File: config.mk
export PLATFORM = sky130hd
export DESIGN_NAME = ramp_code_merge
export DESIGN_NICKNAME = d
export VERILOG_FILES = /design/src/rtl/rcm_pkg.sv /design/src/rtl/rcm_cfg_regs.sv /design/src/rtl/rcm_scale_stage.sv /design/src/rtl/rcm_merge_stage.sv /design/src/rtl/ramp_code_merge.sv
export SDC_FILE = /design/constraint.sdc
export NUM_CORES = 1
export LEC_CHECK = 0
export BUFFER_PORTS_ARGS = -buffer_cell sky130_fd_sc_hd__buf_2
export CAP_MARGIN = 15
export CORE_MARGIN = 4
export CORE_UTILIZATION = 30
export DETAILED_ROUTE_END_ITERATION = 6
export GPL_TIMING_DRIVEN = 0
export PLACE_DENSITY = 0.53
export RECOVER_POWER = 100
export REMOVE_ABC_BUFFERS = 1
export SLEW_MARGIN = 20
export SYNTH_ARGS = -nofsm -noshare
export SYNTH_HDL_FRONTEND = slang
export SYNTH_SLANG_ARGS = --single-unit
File: constraint.sdc
create_clock -name clk_i -period 4.8 [get_ports clk_i]
set_input_delay 0.96 -clock clk_i [delete_from_list [all_inputs] [get_ports clk_i]]
set_output_delay 0.96 -clock clk_i [all_outputs]
set_load 0.01 [all_outputs]
File: src/rtl/rcm_pkg.sv
package rcm_pkg;
  typedef enum logic [1:0] {
    MODE_PLAIN   = 2'd0,
    MODE_COMPAND = 2'd1,
    MODE_BYPASS  = 2'd2,
    MODE_RSVD    = 2'd3
  } rcm_mode_e;

  localparam logic [1:0] SEL_START = 2'b00;
  localparam logic [1:0] SEL_SLOPE = 2'b01;
  localparam logic [1:0] SEL_MODE  = 2'b10;
endpackage

File: src/rtl/rcm_cfg_regs.sv
module rcm_cfg_regs
  import rcm_pkg::*;
#(
  parameter int N_RAMPS = 8,
  parameter int START_W = 12,
  parameter int SEL_W   = 2,
  parameter int FINE_W  = 8,
  localparam int IDX_W  = $clog2(N_RAMPS),
  localparam int ADDR_W = IDX_W + 2
) (
  input  logic                                clk_i,
  input  logic                                rst_ni,
  input  logic                                we_i,
  input  logic [ADDR_W-1:0]                   addr_i,
  input  logic [START_W-1:0]                  wdata_i,
  output logic [N_RAMPS-1:0][START_W-1:0]     start_tab_o,
  output logic [N_RAMPS-1:0][SEL_W-1:0]       sel_tab_o,
  output rcm_mode_e                           mode_o
);
  logic [1:0]       field;
  logic [IDX_W-1:0] idx;

  assign field = addr_i[ADDR_W-1 -: 2];
  assign idx   = addr_i[IDX_W-1:0];

  for (genvar r = 0; r < N_RAMPS; r++) begin : g_ramp
    localparam logic [START_W-1:0] START_RST = START_W'(r << (FINE_W - 1));
    always_ff @(posedge clk_i or negedge rst_ni) begin
      if (!rst_ni) begin
        start_tab_o[r] <= START_RST;
        sel_tab_o[r]   <= '0;
      end else if (we_i && idx == IDX_W'(r)) begin
        if (field == SEL_START) start_tab_o[r] <= wdata_i;
        if (field == SEL_SLOPE) sel_tab_o[r]   <= wdata_i[SEL_W-1:0];
      end
    end
  end

  always_ff @(posedge clk_i or negedge rst_ni) begin
    if (!rst_ni) begin
      mode_o <= MODE_PLAIN;
    end else if (we_i && field == SEL_MODE && idx == '0 &&
                 wdata_i[1:0] != MODE_RSVD) begin
      mode_o <= rcm_mode_e'(wdata_i[1:0]);
    end
  end

  // reserved encoding never reaches the mode register
  a_r9_mode_legal: assert property (@(posedge clk_i) disable iff (!rst_ni)
    mode_o != MODE_RSVD);
endmodule

File: src/rtl/rcm_scale_stage.sv
module rcm_scale_stage
  import rcm_pkg::*;
#(
  parameter int N_RAMPS = 8,
  parameter int START_W = 12,
  parameter int SEL_W   = 2,
  parameter int FINE_W  = 8,
  parameter int OUT_W   = 10,
  localparam int IDX_W  = $clog2(N_RAMPS),
  localparam int RAW_W  = IDX_W + FINE_W,
  localparam int PROD_W = FINE_W + (1 << SEL_W) - 1
) (
  input  logic                            clk_i,
  input  logic                            rst_ni,
  input  logic                            valid_i,
  output logic                            ready_o,
  input  logic [RAW_W-1:0]                raw_i,
  input  rcm_mode_e                       mode_i,
  input  logic [N_RAMPS-1:0][START_W-1:0] start_tab_i,
  input  logic [N_RAMPS-1:0][SEL_W-1:0]   sel_tab_i,
  output logic                            valid_o,
  input  logic                            ready_i,
  output logic                            byp_o,
  output logic [OUT_W-1:0]                byp_code_o,
  output logic [START_W-1:0]              start_o,
  output logic [PROD_W-1:0]               prod_o
);
  logic [IDX_W-1:0]  coarse;
  logic [FINE_W-1:0] fine, fine_eff;
  logic [SEL_W-1:0]  shift;
  logic              compand;
  logic [PROD_W-1:0] prod_n;

  assign coarse  = raw_i[RAW_W-1:FINE_W];
  assign fine    = raw_i[FINE_W-1:0];
  assign compand = (mode_i == MODE_COMPAND);

  always_comb begin
    // companding halves the fine range: top fine bit dropped
    fine_eff = compand ? {1'b0, fine[FINE_W-2:0]} : fine;
    shift    = compand ? sel_tab_i[coarse] : '0;
    prod_n   = PROD_W'(fine_eff) << shift;
  end

  assign ready_o = !valid_o || ready_i;

  always_ff @(posedge clk_i or negedge rst_ni) begin
    if (!rst_ni) begin
      valid_o    <= 1'b0;
      byp_o      <= 1'b0;
      byp_code_o <= '0;
      start_o    <= '0;
      prod_o     <= '0;
    end else if (ready_o) begin
      valid_o <= valid_i;
      if (valid_i) begin
        byp_o      <= (mode_i == MODE_BYPASS);
        byp_code_o <= raw_i[OUT_W-1:0];
        start_o    <= start_tab_i[coarse];
        prod_o     <= prod_n;
      end
    end
  end

  a_r10_accept_fills: assert property (@(posedge clk_i) disable iff (!rst_ni)
    valid_i && ready_o |=> valid_o);
  a_r11_ready_when_empty: assert property (@(posedge clk_i) disable iff (!rst_ni)
    !valid_o |-> ready_o);
endmodule

File: src/rtl/rcm_merge_stage.sv
module rcm_merge_stage #(
  parameter int START_W      = 12,
  parameter int PROD_W       = 11,
  parameter int OUT_W        = 10,
  parameter int OVERLAP_BIAS = 64,
  localparam int SUM_W = ((START_W > PROD_W) ? START_W : PROD_W) + 2
) (
  input  logic               clk_i,
  input  logic               rst_ni,
  input  logic               valid_i,
  output logic               ready_o,
  input  logic               byp_i,
  input  logic [OUT_W-1:0]   byp_code_i,
  input  logic [START_W-1:0] start_i,
  input  logic [PROD_W-1:0]  prod_i,
  output logic               valid_o,
  input  logic               ready_i,
  output logic [OUT_W-1:0]   code_o
);
  localparam logic signed [SUM_W-1:0] BIAS_S = SUM_W'(OVERLAP_BIAS);
  localparam logic signed [SUM_W-1:0] MAX_S  = SUM_W'((1 << OUT_W) - 1);

  logic signed [SUM_W-1:0] start_x, prod_x, sum;
  logic [OUT_W-1:0]        code_n;

  always_comb begin
    start_x = {{(SUM_W-START_W){start_i[START_W-1]}}, start_i};
    prod_x  = {{(SUM_W-PROD_W){1'b0}}, prod_i};
    sum     = start_x + prod_x - BIAS_S;
    if (byp_i)                code_n = byp_code_i;
    else if (sum[SUM_W-1])    code_n = '0;
    else if (sum > MAX_S)     code_n = '1;
    else                      code_n = sum[OUT_W-1:0];
  end

  assign ready_o = !valid_o || ready_i;

  always_ff @(posedge clk_i or negedge rst_ni) begin
    if (!rst_ni) begin
      valid_o <= 1'b0;
      code_o  <= '0;
    end else if (ready_o) begin
      valid_o <= valid_i;
      if (valid_i) code_o <= code_n;
    end
  end

  a_r11_hold_stable: assert property (@(posedge clk_i) disable iff (!rst_ni)
    valid_o && !ready_i |=> valid_o && $stable(code_o));
  a_r10_advance: assert property (@(posedge clk_i) disable iff (!rst_ni)
    valid_i && ready_o |=> valid_o);
endmodule

File: src/rtl/ramp_code_merge.sv
module ramp_code_merge
  import rcm_pkg::*;
#(
  parameter int N_RAMPS      = 8,
  parameter int FINE_W       = 8,
  parameter int OUT_W        = 10,
  parameter int START_W      = 12,
  parameter int SEL_W        = 2,
  parameter int OVERLAP_BIAS = 64,
  localparam int IDX_W  = $clog2(N_RAMPS),
  localparam int RAW_W  = IDX_W + FINE_W,
  localparam int ADDR_W = IDX_W + 2,
  localparam int PROD_W = FINE_W + (1 << SEL_W) - 1
) (
  input  logic               clk_i,
  input  logic               rst_ni,
  input  logic               cfg_we_i,
  input  logic [ADDR_W-1:0]  cfg_addr_i,
  input  logic [START_W-1:0] cfg_wdata_i,
  input  logic               in_valid_i,
  output logic               in_ready_o,
  input  logic [RAW_W-1:0]   in_raw_i,
  output logic               out_valid_o,
  input  logic               out_ready_i,
  output logic [OUT_W-1:0]   out_code_o
);
  logic [N_RAMPS-1:0][START_W-1:0] start_tab;
  logic [N_RAMPS-1:0][SEL_W-1:0]   sel_tab;
  rcm_mode_e                       mode;

  logic               s1_valid, s2_ready, s1_byp;
  logic [OUT_W-1:0]   s1_byp_code;
  logic [START_W-1:0] s1_start;
  logic [PROD_W-1:0]  s1_prod;

  rcm_cfg_regs #(
    .N_RAMPS(N_RAMPS), .START_W(START_W), .SEL_W(SEL_W), .FINE_W(FINE_W)
  ) u_regs (
    .clk_i, .rst_ni,
    .we_i(cfg_we_i), .addr_i(cfg_addr_i), .wdata_i(cfg_wdata_i),
    .start_tab_o(start_tab), .sel_tab_o(sel_tab), .mode_o(mode)
  );

  rcm_scale_stage #(
    .N_RAMPS(N_RAMPS), .START_W(START_W), .SEL_W(SEL_W),
    .FINE_W(FINE_W), .OUT_W(OUT_W)
  ) u_scale (
    .clk_i, .rst_ni,
    .valid_i(in_valid_i), .ready_o(in_ready_o), .raw_i(in_raw_i),
    .mode_i(mode), .start_tab_i(start_tab), .sel_tab_i(sel_tab),
    .valid_o(s1_valid), .ready_i(s2_ready),
    .byp_o(s1_byp), .byp_code_o(s1_byp_code), .start_o(s1_start), .prod_o(s1_prod)
  );

  rcm_merge_stage #(
    .START_W(START_W), .PROD_W(PROD_W), .OUT_W(OUT_W), .OVERLAP_BIAS(OVERLAP_BIAS)
  ) u_merge (
    .clk_i, .rst_ni,
    .valid_i(s1_valid), .ready_o(s2_ready),
    .byp_i(s1_byp), .byp_code_i(s1_byp_code), .start_i(s1_start), .prod_i(s1_prod),
    .valid_o(out_valid_o), .ready_i(out_ready_i), .code_o(out_code_o)
  );
endmodule

==> impl_metrics.csv <==
group,metric,value,unit
routing,dr.pass1.iters,5,
grt,grt_pass1_vias,5344,
logic_synthesis,syn-instance-count,611,
routing,vias_per_cell,5.03,
timing,worst_pin_slew,2.21,ns
timing,period_minus_slack,3.34,ns
grt,grt_pass1_wl,29200,um
run,max-cap-violations,2,
status,status,"complete, but fails checks",
timing,max-slew-margin-rel,-47.6,%
grt,antenna_found_initial,0,
routing,drt_iter0_drc,269,
final_layout,layout-drive-gt1-share,39.1,%
cts,clk_path_buf_depth,2,
logic_synthesis,synthFlopType,"dfrtp_1",
worst_setup_path,critPathLaunchType,"flip-flop",
routing,via_count,4993,
timing,period_share,69.6,%
logic_synthesis,synth_seq_cells,160,
timing,hold_viol_final,0,
die,core,26300,um2
pwr,ir_drop,0.265,mV
place,gp_congestion,0.750,
worst_setup_path,r2r_end,"u_merge.code_o[2]",
timing,fin_hold_ws,0.481,ns
worst_setup_path,ff2ff_path_depth,10,
logic_synthesis,synth-edff-count,0,
logic_synthesis,synth.top_cell.area_share,45.9,%
logic_synthesis,yosysTopAreaCell,"dfrtp_1",
die,start_util,30.7,%
worst_setup_path,end_kind,"flip-flop",
cts,postCtsSetupBuffers,0,
place,io_buffers,44,
die,chipHeight,172,um
pwr,p_per_area,477,nW/um2
logic_synthesis,synthArstFlopShare,100,%
timing,fmax,0.299,GHz
worst_setup_path,crit_arrival,3.60,ns
worst_setup_path,timing.rr.start,"u_scale.start_o[0]",
logic_synthesis,synth-seq-area-share,49.8,%
logic_synthesis,yosysWarnings,0,
cts,post_cts_resized,0,
worst_setup_path,crit_fanout,10,
cts,cts.clk_slew.worst_paths,0.07,ns
final_layout,fillers,2589,
timing,finalSetupViolations,0,
timing,setup_tns,0,ns
pwr,p_leak,3.91,nW
final_layout,nNetsFinal,690,
routing,ant_nets,0,
logic_synthesis,synthTopCellsByArea,"dfrtp_1 46%, mux2_2 18%, mux4_2 7.8%",
final_layout,n_antenna_cell,0,
routing,drc,0,
routing,wl,18000,um
cts,numCtsBuffers,17,
worst_hold_path,hp-class,"in -> async",
logic_synthesis,synth_cell_types,64,
final_layout,register_area,4020,um2
routing,drt-wirelength-per-cell,18.1,um
grt,grt_usage,12.6,%
die,die_x,172,um
cts,cts_tree,"yes",
logic_synthesis,syn_area,8080,um2
grt,grt-ovfl-total,0,
worst_setup_path,cp.required,5.06,ns
timing,clock_skew,0.0140,ns
cts,cts-root-buf,"clkbuf_16",
die,num_rows,59,
cts,clock_latency,0.43,ns
cts,cts_hold_buf,0,
logic_synthesis,syn_avg_cell_area,13.2,um2
worst_setup_path,r2r_setup_slack,1.46,ns
cts,ctsHtreeMaxLevel,4,
worst_setup_path,crit_type,"reg -> reg",
die,die-area,29600,um2
status,violations,"max-capacitance violations, max-slew violations",
timing,rsz0062_at_grt,"no",
place,place_hpwl,12500,um
cts,cts.sinks,160,
grt,grt_max_degree,91,
die,num_io_pins,45,
final_layout,multi_input_area,3810,um2
final_layout,areaGrowthSynthToFinish,13.2,%
timing,drv_slew,138,
[sequential cells by signal, indices dropped and copies added (netlist names)]
| signal | flops |
|---|---|
| u_scale.byp_code_o | 10 |
| u_regs.mode_o | 2 |
| u_merge.valid_o | 1 |
| u_regs.start_tab_o | 96 |
| u_scale.byp_o | 1 |
| u_merge.code_o | 10 |
| u_scale.valid_o | 1 |
| u_scale.prod_o | 11 |
| u_scale.start_o | 12 |
| u_regs.sel_tab_o | 16 |
[synth_stat cells, types with 3 or more instances]
| master | count |
|---|---|
| nand4_1 | 4 |
| nor3b_1 | 3 |
| buf_2 | 5 |
| o211ai_1 | 3 |
| dfrtp_1 | 148 |
| nand2b_1 | 7 |
| mux4_2 | 28 |
| ha_1 | 12 |
| nand2_1 | 65 |
| nor2b_1 | 5 |
| a21oi_2 | 11 |
| nand3_1 | 3 |
| clkbuf_1 | 21 |
| dfstp_2 | 12 |
| mux2i_1 | 21 |
| mux2_2 | 128 |
| and3_1 | 3 |
| buf_6 | 3 |
| o21a_1 | 4 |
| o221ai_2 | 11 |
| xnor2_1 | 8 |
| o21ai_0 | 28 |
| a21oi_1 | 5 |
| inv_1 | 5 |
| nor2_1 | 21 |
[cells by family (layout without fill, tap and decap cells)]
logic type / count (synthesis) / count (layout) / synth area share [%]
XOR/XNOR: 8 / 8 / 0.868
multiplexers: 177 / 177 / 28.3
AO/OA/AOI/OAI: 87 / 87 / 9.22
buffers and inverters: 39 / 85 / 2.28
adder cells (fa/ha/maj): 13 / 13 / 2.11
AND/OR/NAND/NOR: 127 / 127 / 7.50
flip-flops: 160 / 160 / 49.8
[how the worst max path moves through the flow]
stage               cells past startpoint               start                     end
CTS                                    10  u_scale.start_o[0]       u_merge.code_o[2]
detailed placement                      7         in_raw_i[9]       u_scale.prod_o[6]
finish                                 10  u_scale.start_o[0]       u_merge.code_o[2]
global placement                        4       cfg_addr_i[0]  u_regs.start_tab_o[87]
global route                           10  u_scale.start_o[0]       u_merge.code_o[4]
floorplan                              10  u_scale.start_o[0]       u_merge.code_o[2]
[stage by stage]
stage               std cells  power, mW  setup slack [ns]  util (%)  area (um2)
global route              992       4.61              1.19      34.8        9140
CTS                       992       4.47              1.40      35.3        9260
floorplan                 577       2.65              1.87         -        7910
global placement          956       2.93             0.423      32.5        8550
detailed placement        960       3.00              1.13      32.8        8630
finish                    992       4.36              1.46      34.8        9140
[area by class of cell]
type                       instances  area share (%)
sequential                       160            44.0
multi-input combinational        412            41.7
clock buffer                      19            4.85
tap                              335            4.59
timing repair buffer              48            2.52
clock inverter                    13            2.11
inverter                           5           0.205
[placed cells by master, fill, tap and decap left out, types with 4 or more instances in the layout]
cell       netlist  final
o221ai_1         0      8
a21oi_1          5      5
nor2_1          21     21
mux4_2          28     28
nand2b_1         7      7
mux2i_1         21     21
a21oi_2         11     11
buf_2            5     27
ha_1            12     12
inv_6            0      4
inv_1            5      5
clkbuf_16        0     17
nand2_1         65     65
clkbuf_1        21     19
mux2_2         128    128
nor2b_1          5      5
dfstp_2         12     12
dfrtp_1        148    148
xnor2_1          8      8
o21a_1           4      4
o21ai_0         28     28
nand4_1          4      4
[per-layer routing]
| metal | track usage (%) | up-vias | wire [um] |
|---|---|---|---|
| met3 | 2.17 | 11 | 424 |
| met1 | 16.1 | 2595 | 8080 |
| met4 | 4.20 | 0 | 162 |
| li1 | - | 2327 | - |
| met2 | 21.9 | 60 | 9280 |
| met5 | 0 | - | 0 |
[worst max-delay path: stages, from the launching register on]
cell       delay (ns)
dfrtp_1          0.39
ha_1             0.18
inv_1            0.05
fa_1             0.41
and2b_1          0.26
o2111ai_1        0.24
o2111a_1         0.25
or3b_4           0.42
a2111oi_0        0.34
or3_1            0.45
o221ai_1         0.20
[power by group]
part | total [mW] | leakage [nW] | switching, mW | internal, mW
logic | 1.11 | 1.60 | 0.568 | 0.540
registers | 1.80 | 2.00 | 0.159 | 1.64
clock network | 1.45 | 0.312 | 0.590 | 0.856
total | 4.35 | 3.91 | 1.32 | 3.04
Power figures use the tool's default switching activity.
